File: src/rtl/pmd_pkg.sv
package pmd_pkg;
    localparam int ADDR_W = 16;
    localparam int DATA_W = 8;
    localparam int SECT_N = 8;
    localparam int BOOT_N = 4;
    localparam int PAGE_W = 2;
    localparam int PAGE_N = 3;
    localparam int OFF_W  = 8;
    localparam int SECT_W = $clog2(SECT_N);
    localparam int BOOT_W = $clog2(BOOT_N);
    localparam int FIXED_N = 2;

    localparam logic [ADDR_W-OFF_W-1:0] WIN_PAGE = 8'h20;

    localparam logic [OFF_W-1:0] OFF_PAGE  = 8'h00;
    localparam logic [OFF_W-1:0] OFF_WPM   = 8'h01;
    localparam logic [OFF_W-1:0] OFF_WPB   = 8'h02;
    localparam logic [OFF_W-1:0] OFF_VIOL  = 8'h03;
    localparam logic [OFF_W-1:0] OFF_ROUTE = 8'h04;

    typedef enum logic [1:0] {
        BUS_IDLE,
        BUS_FETCH,
        BUS_READ,
        BUS_WRITE
    } bus_op_e;

    typedef struct packed {
        logic              hit;
        logic [SECT_W-1:0] idx;
    } sect_sel_t;

    typedef struct packed {
        logic              sram;
        logic              win;
        logic [BOOT_N-1:0] boot;
        logic              hole;
    } data_sel_t;

    function automatic bus_op_e classify(input logic f, input logic r, input logic w);
        if (f)      return BUS_FETCH;
        else if (w) return BUS_WRITE;
        else if (r) return BUS_READ;
        return BUS_IDLE;
    endfunction

    function automatic sect_sel_t map_prog(input logic [ADDR_W-1:0] a,
                                           input logic [PAGE_W-1:0] pg);
        sect_sel_t s;
        s.hit = 1'b0;
        s.idx = '0;
        if (!a[ADDR_W-1]) begin
            s.hit = 1'b1;
            s.idx = SECT_W'(a[ADDR_W-2]);
        end else if (int'(pg) < PAGE_N) begin
            s.hit = 1'b1;
            s.idx = SECT_W'(FIXED_N + 2 * int'(pg) + int'(a[ADDR_W-2]));
        end
        return s;
    endfunction
endpackage

File: src/rtl/pmd_prog_map.sv
module pmd_prog_map
    import pmd_pkg::*;
(
    input  logic [ADDR_W-1:0] addr,
    input  logic [PAGE_W-1:0] page,
    output sect_sel_t         sel,
    output logic [SECT_N-1:0] hot
);
    assign sel = map_prog(addr, page);

    for (genvar s = 0; s < SECT_N; s++) begin : g_hot
        assign hot[s] = sel.hit && (sel.idx == SECT_W'(s));
    end
endmodule

File: src/rtl/pmd_data_map.sv
module pmd_data_map
    import pmd_pkg::*;
(
    input  logic [ADDR_W-1:0] addr,
    output data_sel_t         sel
);
    localparam int SEG_LSB = ADDR_W - 1 - BOOT_W;

    assign sel.sram = (addr[ADDR_W-1:SEG_LSB] == '0);
    assign sel.win  = (addr[ADDR_W-1:OFF_W] == WIN_PAGE);

    for (genvar b = 0; b < BOOT_N; b++) begin : g_boot
        assign sel.boot[b] = addr[ADDR_W-1] &&
                             (addr[ADDR_W-2:SEG_LSB] == BOOT_W'(b));
    end

    assign sel.hole = !(sel.sram || sel.win || addr[ADDR_W-1]);
endmodule

File: src/rtl/pmd_ctrl_regs.sv
module pmd_ctrl_regs
    import pmd_pkg::*;
(
    input  logic              clk,
    input  logic              rst,
    input  logic              wr_en,
    input  logic [OFF_W-1:0]  off,
    input  logic [DATA_W-1:0] wdata,
    input  logic [SECT_N-1:0] wp_main,
    input  logic [BOOT_N-1:0] wp_boot,
    input  logic              blocked,
    output logic [PAGE_W-1:0] page,
    output logic              route,
    output logic              viol,
    output logic [DATA_W-1:0] rd_val
);
    always_ff @(posedge clk) begin
        if (rst) begin
            page  <= '0;
            route <= 1'b0;
            viol  <= 1'b0;
        end else begin
            if (wr_en && off == OFF_PAGE)  page  <= wdata[PAGE_W-1:0];
            if (wr_en && off == OFF_ROUTE) route <= wdata[0];
            if (blocked)
                viol <= 1'b1;
            else if (wr_en && off == OFF_VIOL && wdata[0])
                viol <= 1'b0;
        end
    end

    always_comb begin
        rd_val = '0;
        unique case (off)
            OFF_PAGE:  rd_val[PAGE_W-1:0] = page;
            OFF_WPM:   rd_val[SECT_N-1:0] = wp_main;
            OFF_WPB:   rd_val[BOOT_N-1:0] = wp_boot;
            OFF_VIOL:  rd_val[0]          = viol;
            OFF_ROUTE: rd_val[0]          = route;
            default:   rd_val             = '0;
        endcase
    end
endmodule

File: src/rtl/pmd_cs_decode.sv
module pmd_cs_decode
    import pmd_pkg::*;
(
    input  logic              clk,
    input  logic              rst,
    input  logic [15:0]       addr,
    input  logic              prog_fetch,
    input  logic              data_rd,
    input  logic              data_wr,
    input  logic [7:0]        wdata,
    input  logic [7:0]        wp_main,
    input  logic [3:0]        wp_boot,
    output logic [7:0]        main_cs,
    output logic [3:0]        boot_cs,
    output logic              sram_cs,
    output logic              ctrl_cs,
    output logic [7:0]        flash_we,
    output logic [7:0]        rdata
);
    bus_op_e           op;
    sect_sel_t         psel;
    logic [SECT_N-1:0] phot;
    data_sel_t         dsel;
    logic [PAGE_W-1:0] page_q;
    logic              route_q;
    logic              viol_q;
    logic [DATA_W-1:0] reg_val;
    logic              routed_wr;
    logic              data_sel_en;
    logic              reg_wr;
    logic              blocked;

    assign op = classify(prog_fetch, data_rd, data_wr);

    pmd_prog_map u_prog (
        .addr (addr),
        .page (page_q),
        .sel  (psel),
        .hot  (phot)
    );

    pmd_data_map u_data (
        .addr (addr),
        .sel  (dsel)
    );

    assign routed_wr   = (op == BUS_WRITE) && route_q && !dsel.win;
    assign data_sel_en = ((op == BUS_READ) || (op == BUS_WRITE)) && !routed_wr;
    assign reg_wr      = (op == BUS_WRITE) && dsel.win;
    assign blocked     = routed_wr && psel.hit && wp_main[psel.idx];

    for (genvar s = 0; s < SECT_N; s++) begin : g_sect
        assign main_cs[s]  = (op == BUS_FETCH) && phot[s];
        assign flash_we[s] = routed_wr && phot[s] && !wp_main[s];
    end

    assign boot_cs = data_sel_en ? dsel.boot : '0;
    assign sram_cs = data_sel_en && dsel.sram;
    assign ctrl_cs = data_sel_en && dsel.win;

    pmd_ctrl_regs u_regs (
        .clk     (clk),
        .rst     (rst),
        .wr_en   (reg_wr),
        .off     (addr[OFF_W-1:0]),
        .wdata   (wdata),
        .wp_main (wp_main),
        .wp_boot (wp_boot),
        .blocked (blocked),
        .page    (page_q),
        .route   (route_q),
        .viol    (viol_q),
        .rd_val  (reg_val)
    );

    always_comb begin
        rdata = '0;
        if (op == BUS_READ) begin
            if (dsel.win)       rdata = reg_val;
            else if (dsel.hole) rdata = '1;
        end
    end
endmodule

File: config.mk
export PLATFORM = sky130hd
export DESIGN_NAME = pmd_cs_decode
export DESIGN_NICKNAME = d
export VERILOG_FILES = /design/src/rtl/pmd_pkg.sv /design/src/rtl/pmd_prog_map.sv /design/src/rtl/pmd_data_map.sv /design/src/rtl/pmd_ctrl_regs.sv /design/src/rtl/pmd_cs_decode.sv
export SDC_FILE = /design/constraint.sdc
export NUM_CORES = 1
export LEC_CHECK = 0
export BUFFER_PORTS_ARGS = -buffer_cell sky130_fd_sc_hd__buf_2
export CORE_MARGIN = 2
export CORE_UTILIZATION = 30
export DETAILED_ROUTE_END_ITERATION = 6
export GPL_TIMING_DRIVEN = 0
export PLACE_DENSITY = 0.72
export SLEW_MARGIN = 30
export SYNTH_ARGS = -nofsm -noshare
export SYNTH_HDL_FRONTEND = slang
export SYNTH_HIERARCHICAL = 1
export SYNTH_SLANG_ARGS = --single-unit
File: constraint.sdc
create_clock -name clk -period 2.45 [get_ports clk]
set_clock_uncertainty 0.1 [all_clocks]
set_input_delay 0.49 -clock clk [delete_from_list [all_inputs] [get_ports clk]]
set_output_delay 0.49 -clock clk [all_outputs]
set_load 0.05 [all_outputs]
After elaboration in Yosys (flattened, before gate mapping) --
Cells that the tools add are included.
Storage, ports and cells: bits in registers 4, output and inout port bits 30
Cells by class: add/sub/neg operators 2, magnitude comparators 2, equality and inequality tests 18, multiplexer cells 21, reduce and logical (&&, ||, !) cells 66
Operators with widths (count):
- 1-bit logical AND | 48
- 8-bit two-way mux | 3
- 8-bit by 2-bit equality test with 1-bit output, second input constant | 2
- 4-bit two-way mux | 4
- 3-bit equality test, second input constant | 4
- 1-bit logical NOT | 10
- 2-bit equality test, second input constant | 4
- 8-bit by 1-bit equality test with 1-bit output, second input constant | 1
- 8-bit by 3-bit equality test with 1-bit output, second input constant | 1
- 8-bit by 6-bit equality test with 1-bit output, second input constant | 1
- 8-bit logical NOT | 1
- 2-bit two-way mux | 4
- 3-bit by 2-bit equality test with 1-bit output, second input constant | 2
- 3-bit logical NOT | 2
- 1-bit two-way mux | 6
- 1-bit case mux with 5 select lines | 1
- 2-bit by 1-bit equality test with 1-bit output, second input constant | 2
- 3-bit by 4-bit < comparator with 1-bit output, second input constant | 1
- 2-bit case mux with 2 select lines | 1
- 2-bit by 3-bit adder with 3-bit output, first input constant | 1
- 3-bit by 2-bit adder with 3-bit output | 1
- 1-bit binary-select mux with 3-bit select | 1
- 3-bit by 1-bit equality test with 1-bit output, second input constant | 1
- 1-bit logical OR | 3
- 4 further kinds | 4

Depth between registers and ports, before layout --
word-level depth 10, depth in mapped cells 9

By module --
Netlist, hierarchy kept.
Modules (own cells, without submodules):
- pmd_ctrl_regs | times used 1, cells an instance 47, area an instance 420.4 µm²
- pmd_cs_decode | times used 1, cells an instance 57, area an instance 354.1 µm²
- pmd_prog_map | times used 1, cells an instance 17, area an instance 112.6 µm²
- pmd_data_map | times used 1, cells an instance 12, area an instance 70.1 µm²

Worst setup path before layout --
OpenSTA, ideal clock, no wires.
kind reg2out, start register u_regs.page[0], end output flash_we[0], arrival 2.444 ns, slack -0.584 ns, cell stages (with the launch flop) 5, cells stage by stage dfxtp_1 ha_1 or3b_1 a21oi_1 nor3b_1
Between the ends: cells in the longest elaborated chain, start to end 8, elaborated cells between the ends (all ways) 9, those cells by class 2 x add/sub; 1 x order compare; 2 x mux; 4 x reduce/logical
RTL lines:
- from (decl) | line pmd_ctrl_regs.sv:12 | output logic [PAGE_W-1:0] page,
- from (signal assigned) | line pmd_ctrl_regs.sv:23 | if (wr_en && off == OFF_PAGE) page <= wdata[PAGE_W-1:0];
- 2-bit by 3-bit adder with 3-bit output | line pmd_pkg.sv:57 | s.idx = SECT_W'(FIXED_N + 2 * int'(pg) + int'(a[ADDR_W-2]));
- 3-bit by 2-bit adder with 3-bit output | line pmd_pkg.sv:57
- 4-bit two-way mux * | line pmd_pkg.sv:55 | end else if (int'(pg) < PAGE_N) begin
- 4-bit two-way mux * | line pmd_pkg.sv:52 | if (!a[ADDR_W-1]) begin
- 3-bit logical NOT | line pmd_prog_map.sv:12 | assign hot[s] = sel.hit && (sel.idx == SECT_W'(s));
- 1-bit logical AND * | line pmd_prog_map.sv:12
- net phot[0] | line pmd_cs_decode.sv:22 | logic [SECT_N-1:0] phot;
- 1-bit logical AND * (2 in series) | line pmd_cs_decode.sv:54 | assign flash_we[s] = routed_wr && phot[s] && !wp_main[s];
- to (decl) | line pmd_cs_decode.sv:17 | output logic [7:0] flash_we,
Mark *: on every way through the listed nets, which the timed path passes. The rest lies on a longest branch.

==> reports/metrics.yaml <==
finalCritPeriodShare_pct: 109
cts_buffers: 3
cts.sinks: 4
clock.fmax_mhz: 375
min-delay-start: "u_regs/viol"
pwr-share-clk_pct: 26.3
p_switching_w: 0.000132
clkLatencyLatePin_ns: 0.24
coreArea_um2: 3050
avgRoutedWirePerCell_um: 14.5
stdcell_count: 248
postRouteAntennaNets: 0
synth_xor_area_share_pct: 0
die_x_um: 60.5
p_per_area_nw_per_um2: 172
ff2ff_path_depth: 7
dp_hpwl_mm: 2.46
fin_ws_ns: -0.219
cellLeakagePower_nw: 0.788
pwr-share-comb_pct: 53.7
critPathMaxFanout: 4
rows: 20
min_period_ns: 2.67
clockBufferDepth: 2
ir_drop_v: 0.0000823
grt_usage_pct: 18.3
first_global_vias: 1141
die_y_um: 60.5
dieArea_um2: 3660
dp_cells: 240
io_pins: 71
yosys.area_share.adder_pct: 1.31
fillers: 263
synth-seq-cells: 4
p_int_w: 0.000189
port_buffers: 63
swShare_pct: 41.1
drive_gt1_share_pct: 61.8
synth_simple_gate_area_share_pct: 62.1
worstReg2RegEnd: "u_regs/viol"
place_congestion: 0.737
hold_slack_ns: 0.358
finalSetupViolCount: 25
drv_slew: 0
cts_max_level: 1
whs_path_depth: 2
r2r_setup_slack_ns: 0.35
root_buffer: "clkbuf_4"
synthDistinctLibCells: 41
cts_tree: "done"
worstReg2RegStart: "u_regs/page[0]"
finalHoldViolCount: 0
synth-seq-area-share_pct: 8.37
synth_compound_area_share_pct: 13.2
violations: "negative setup slack"
hold_end: "u_regs/viol"
antenna_found_initial: 0
overflow: 0
path_class: "in -> reg"
status: "finished with violations"
synthMuxAreaShare_pct: 9.80
pre_cts_slack_ns: -0.419
avgViaCountPerCell: 5.07
fin_nets: 248
synth_area_um2: 957
grt_pass1_wl_mm: 5.16
clk_pin_slew_worst_paths_ns: 0.04
pwr-share-seq_pct: 20.1
hold_path_class: "reg -> reg"
diodes: 0
worstSetupEndpointType: "flop"
synth.avg_cell_area_um2: 7.20
synth.net_count: 175
rsz0062_at_grt: "true"
syn_inst: 133
start_kind: "input pin"
start_util_pct: 31.4
drt_wl_total_mm: 3.59
drcViolationCount: 0
worst-endpoint-arrival_ns: 2.73
synth_top_family_by_area: "simple AND/OR/NAND/NOR gates"
worst_slew_margin_rel_pct: 56.4
grt_start_max_net_pins: 15
drtIter0Drc: 54
dr_total_vias: 1257
drtPass1Iterations: 4
tightest_slew_ns: 0.653
worstPathRequired_ns: 2.51
area_delta_synth_final_pct: 95.2
drv_cap: 0
yosys_warnings: 6
[routing by layer]
layer | vias up | routed length [um] | share of wire [%] | global-route usage [%]
li1 | 632 | - | - | -
met1 | 595 | 1500 | 42 | 22.2
met2 | 26 | 1920 | 53 | 34.5
met3 | 4 | 107 | 3.0 | 0.853
met4 | 0 | 62 | 1.7 | 5.90
met5 | - | 0 | 0 | 0
[power groups by stage]
| stage | clock network, W | registers [W] | logic, W |
|---|---|---|---|
| floorplan | 0 | 0.0000665 | 0.0000847 |
| global placement | 0 | 0.0000665 | 0.000146 |
| detailed placement | 0 | 0.0000665 | 0.000147 |
| CTS | 0.0000887 | 0.0000643 | 0.000166 |
| global route | 0.0000932 | 0.0000641 | 0.000184 |
| finish | 0.0000842 | 0.0000643 | 0.000172 |
[sequential cells by signal (all words and copies together) (netlist names)]
| register | count |
|---|---|
| u_regs/viol | 1 |
| u_regs/route | 1 |
| u_regs/page | 2 |
[worst max-delay path, cell delays in order]
cell and delay [ns]:
buf_6 0.10, nor4_4 0.27, and4b_1 0.25, buf_6 0.12, clkinvlp_4 0.12, buf_4 0.17
nor3b_4 0.24, or3b_4 0.43, nor4_4 0.31, mux2i_1 0.21
[final cells by class]
cell class / count / area (um^2) / share of cell area (%)
Sequential cell: 4 / 85.1 / 4.55
Multi-Input combinational cell: 120 / 1110 / 59.4
Clock buffer: 3 / 22.5 / 1.21
Inverter: 4 / 18.8 / 1.00
Buffer: 4 / 30.0 / 1.61
Tap cell: 44 / 55.1 / 2.95
Timing Repair Buffer: 69 / 547 / 29.3
[cell usage in the layout, fill, tap and decap left out, drive strengths merged, types with 2 or more instances in the layout]
master and count:
nor2b 2, dfxtp 4, buf 71, nor3b 10, nor3 2, nor4 5, clkbuf 5, inv 3
and4b 2, a21oi 12, nand3b 3, mux2i 6, nor2 12, and3 2, nor4b 4, a22oi 2
nand2b 6, nand2 15, and2 20, or3b 2
[kinds of logic (layout without fill, tap and decap cells)]
group | after synthesis | after routing
buffers and inverters | 9 | 80
AOI/OAI and AO/OA | 20 | 20
muxes | 8 | 8
DFF | 4 | 4
and+or+nand+nor | 91 | 91
adders and majority gates | 1 | 1
[cells in the mapped netlist (all sizes together)]
library cell,n,area [um^2]
mux2,1,11.3
o41ai,1,8.76
a211oi,1,7.51
nand3b,3,22.5
and3,2,12.5
clkbuf,2,7.51
inv,4,15.0
o31a,1,8.76
dfxtp,4,80.1
and2,20,125
or4,1,11.3
a21oi,12,63.8
nor2,12,45.0
nand2,15,56.3
nor3b,10,75.1
nand4bb,1,11.3
a31oi,1,6.26
mux2i,6,60.1
nor3,2,10.0
buf,3,27.5
a22oi,2,15.0
nor4,5,58.8
nand4,1,6.26
nor2b,2,12.5
a21boi,1,7.51
a311oi,1,8.76
or2,1,6.26
or3b,2,17.5
nor4b,4,50.1
ha,1,12.5
or3,1,11.3
nand2b,6,37.5
and4b,2,20.0
mux4,1,22.5
nand3,1,5.00
[worst max-delay path by stage]
stage / slack (ns) / depth (start not counted) / to / startpoint
3_3_place_gp: -0.40 / 9 / u_regs/page[0] / addr[9]
4_1_cts: -0.23 / 8 / boot_cs[2] / addr[10]
6_report: -0.22 / 10 / u_regs/page[0] / addr[10]
2_1_floorplan: -0.20 / 6 / rdata[6] / addr[5]
3_5_place_dp: -0.42 / 9 / u_regs/page[1] / addr[9]
5_1_grt: -0.33 / 10 / u_regs/page[1] / addr[10]
[repair_timing]
item | 4_1_cts | 5_1_grt
setup endpoints to repair | 30 | 27
hold buffers | 0 | 0
resized for setup | 66 | 23
setup buffers | 4 | 1
gates cloned | 0 | 1
pin swaps | 18 | 8
[through the flow]
| stage | instance area (um^2) | utilization [%] | power, W | setup TNS, ns |
|---|---|---|---|---|
| floorplan | 1140 | - | 0.000151 | -1.12 |
| global placement | 1510 | 49.4 | 0.000213 | -6.80 |
| detailed placement | 1510 | 49.4 | 0.000213 | -7.24 |
| CTS | 1780 | 58.2 | 0.000319 | -2.79 |
| global route | 1870 | 61.2 | 0.000341 | -5.09 |
| finish | 1870 | 61.2 | 0.000320 | -3.40 |
Note: power is estimated with default switching activity, not from simulation.
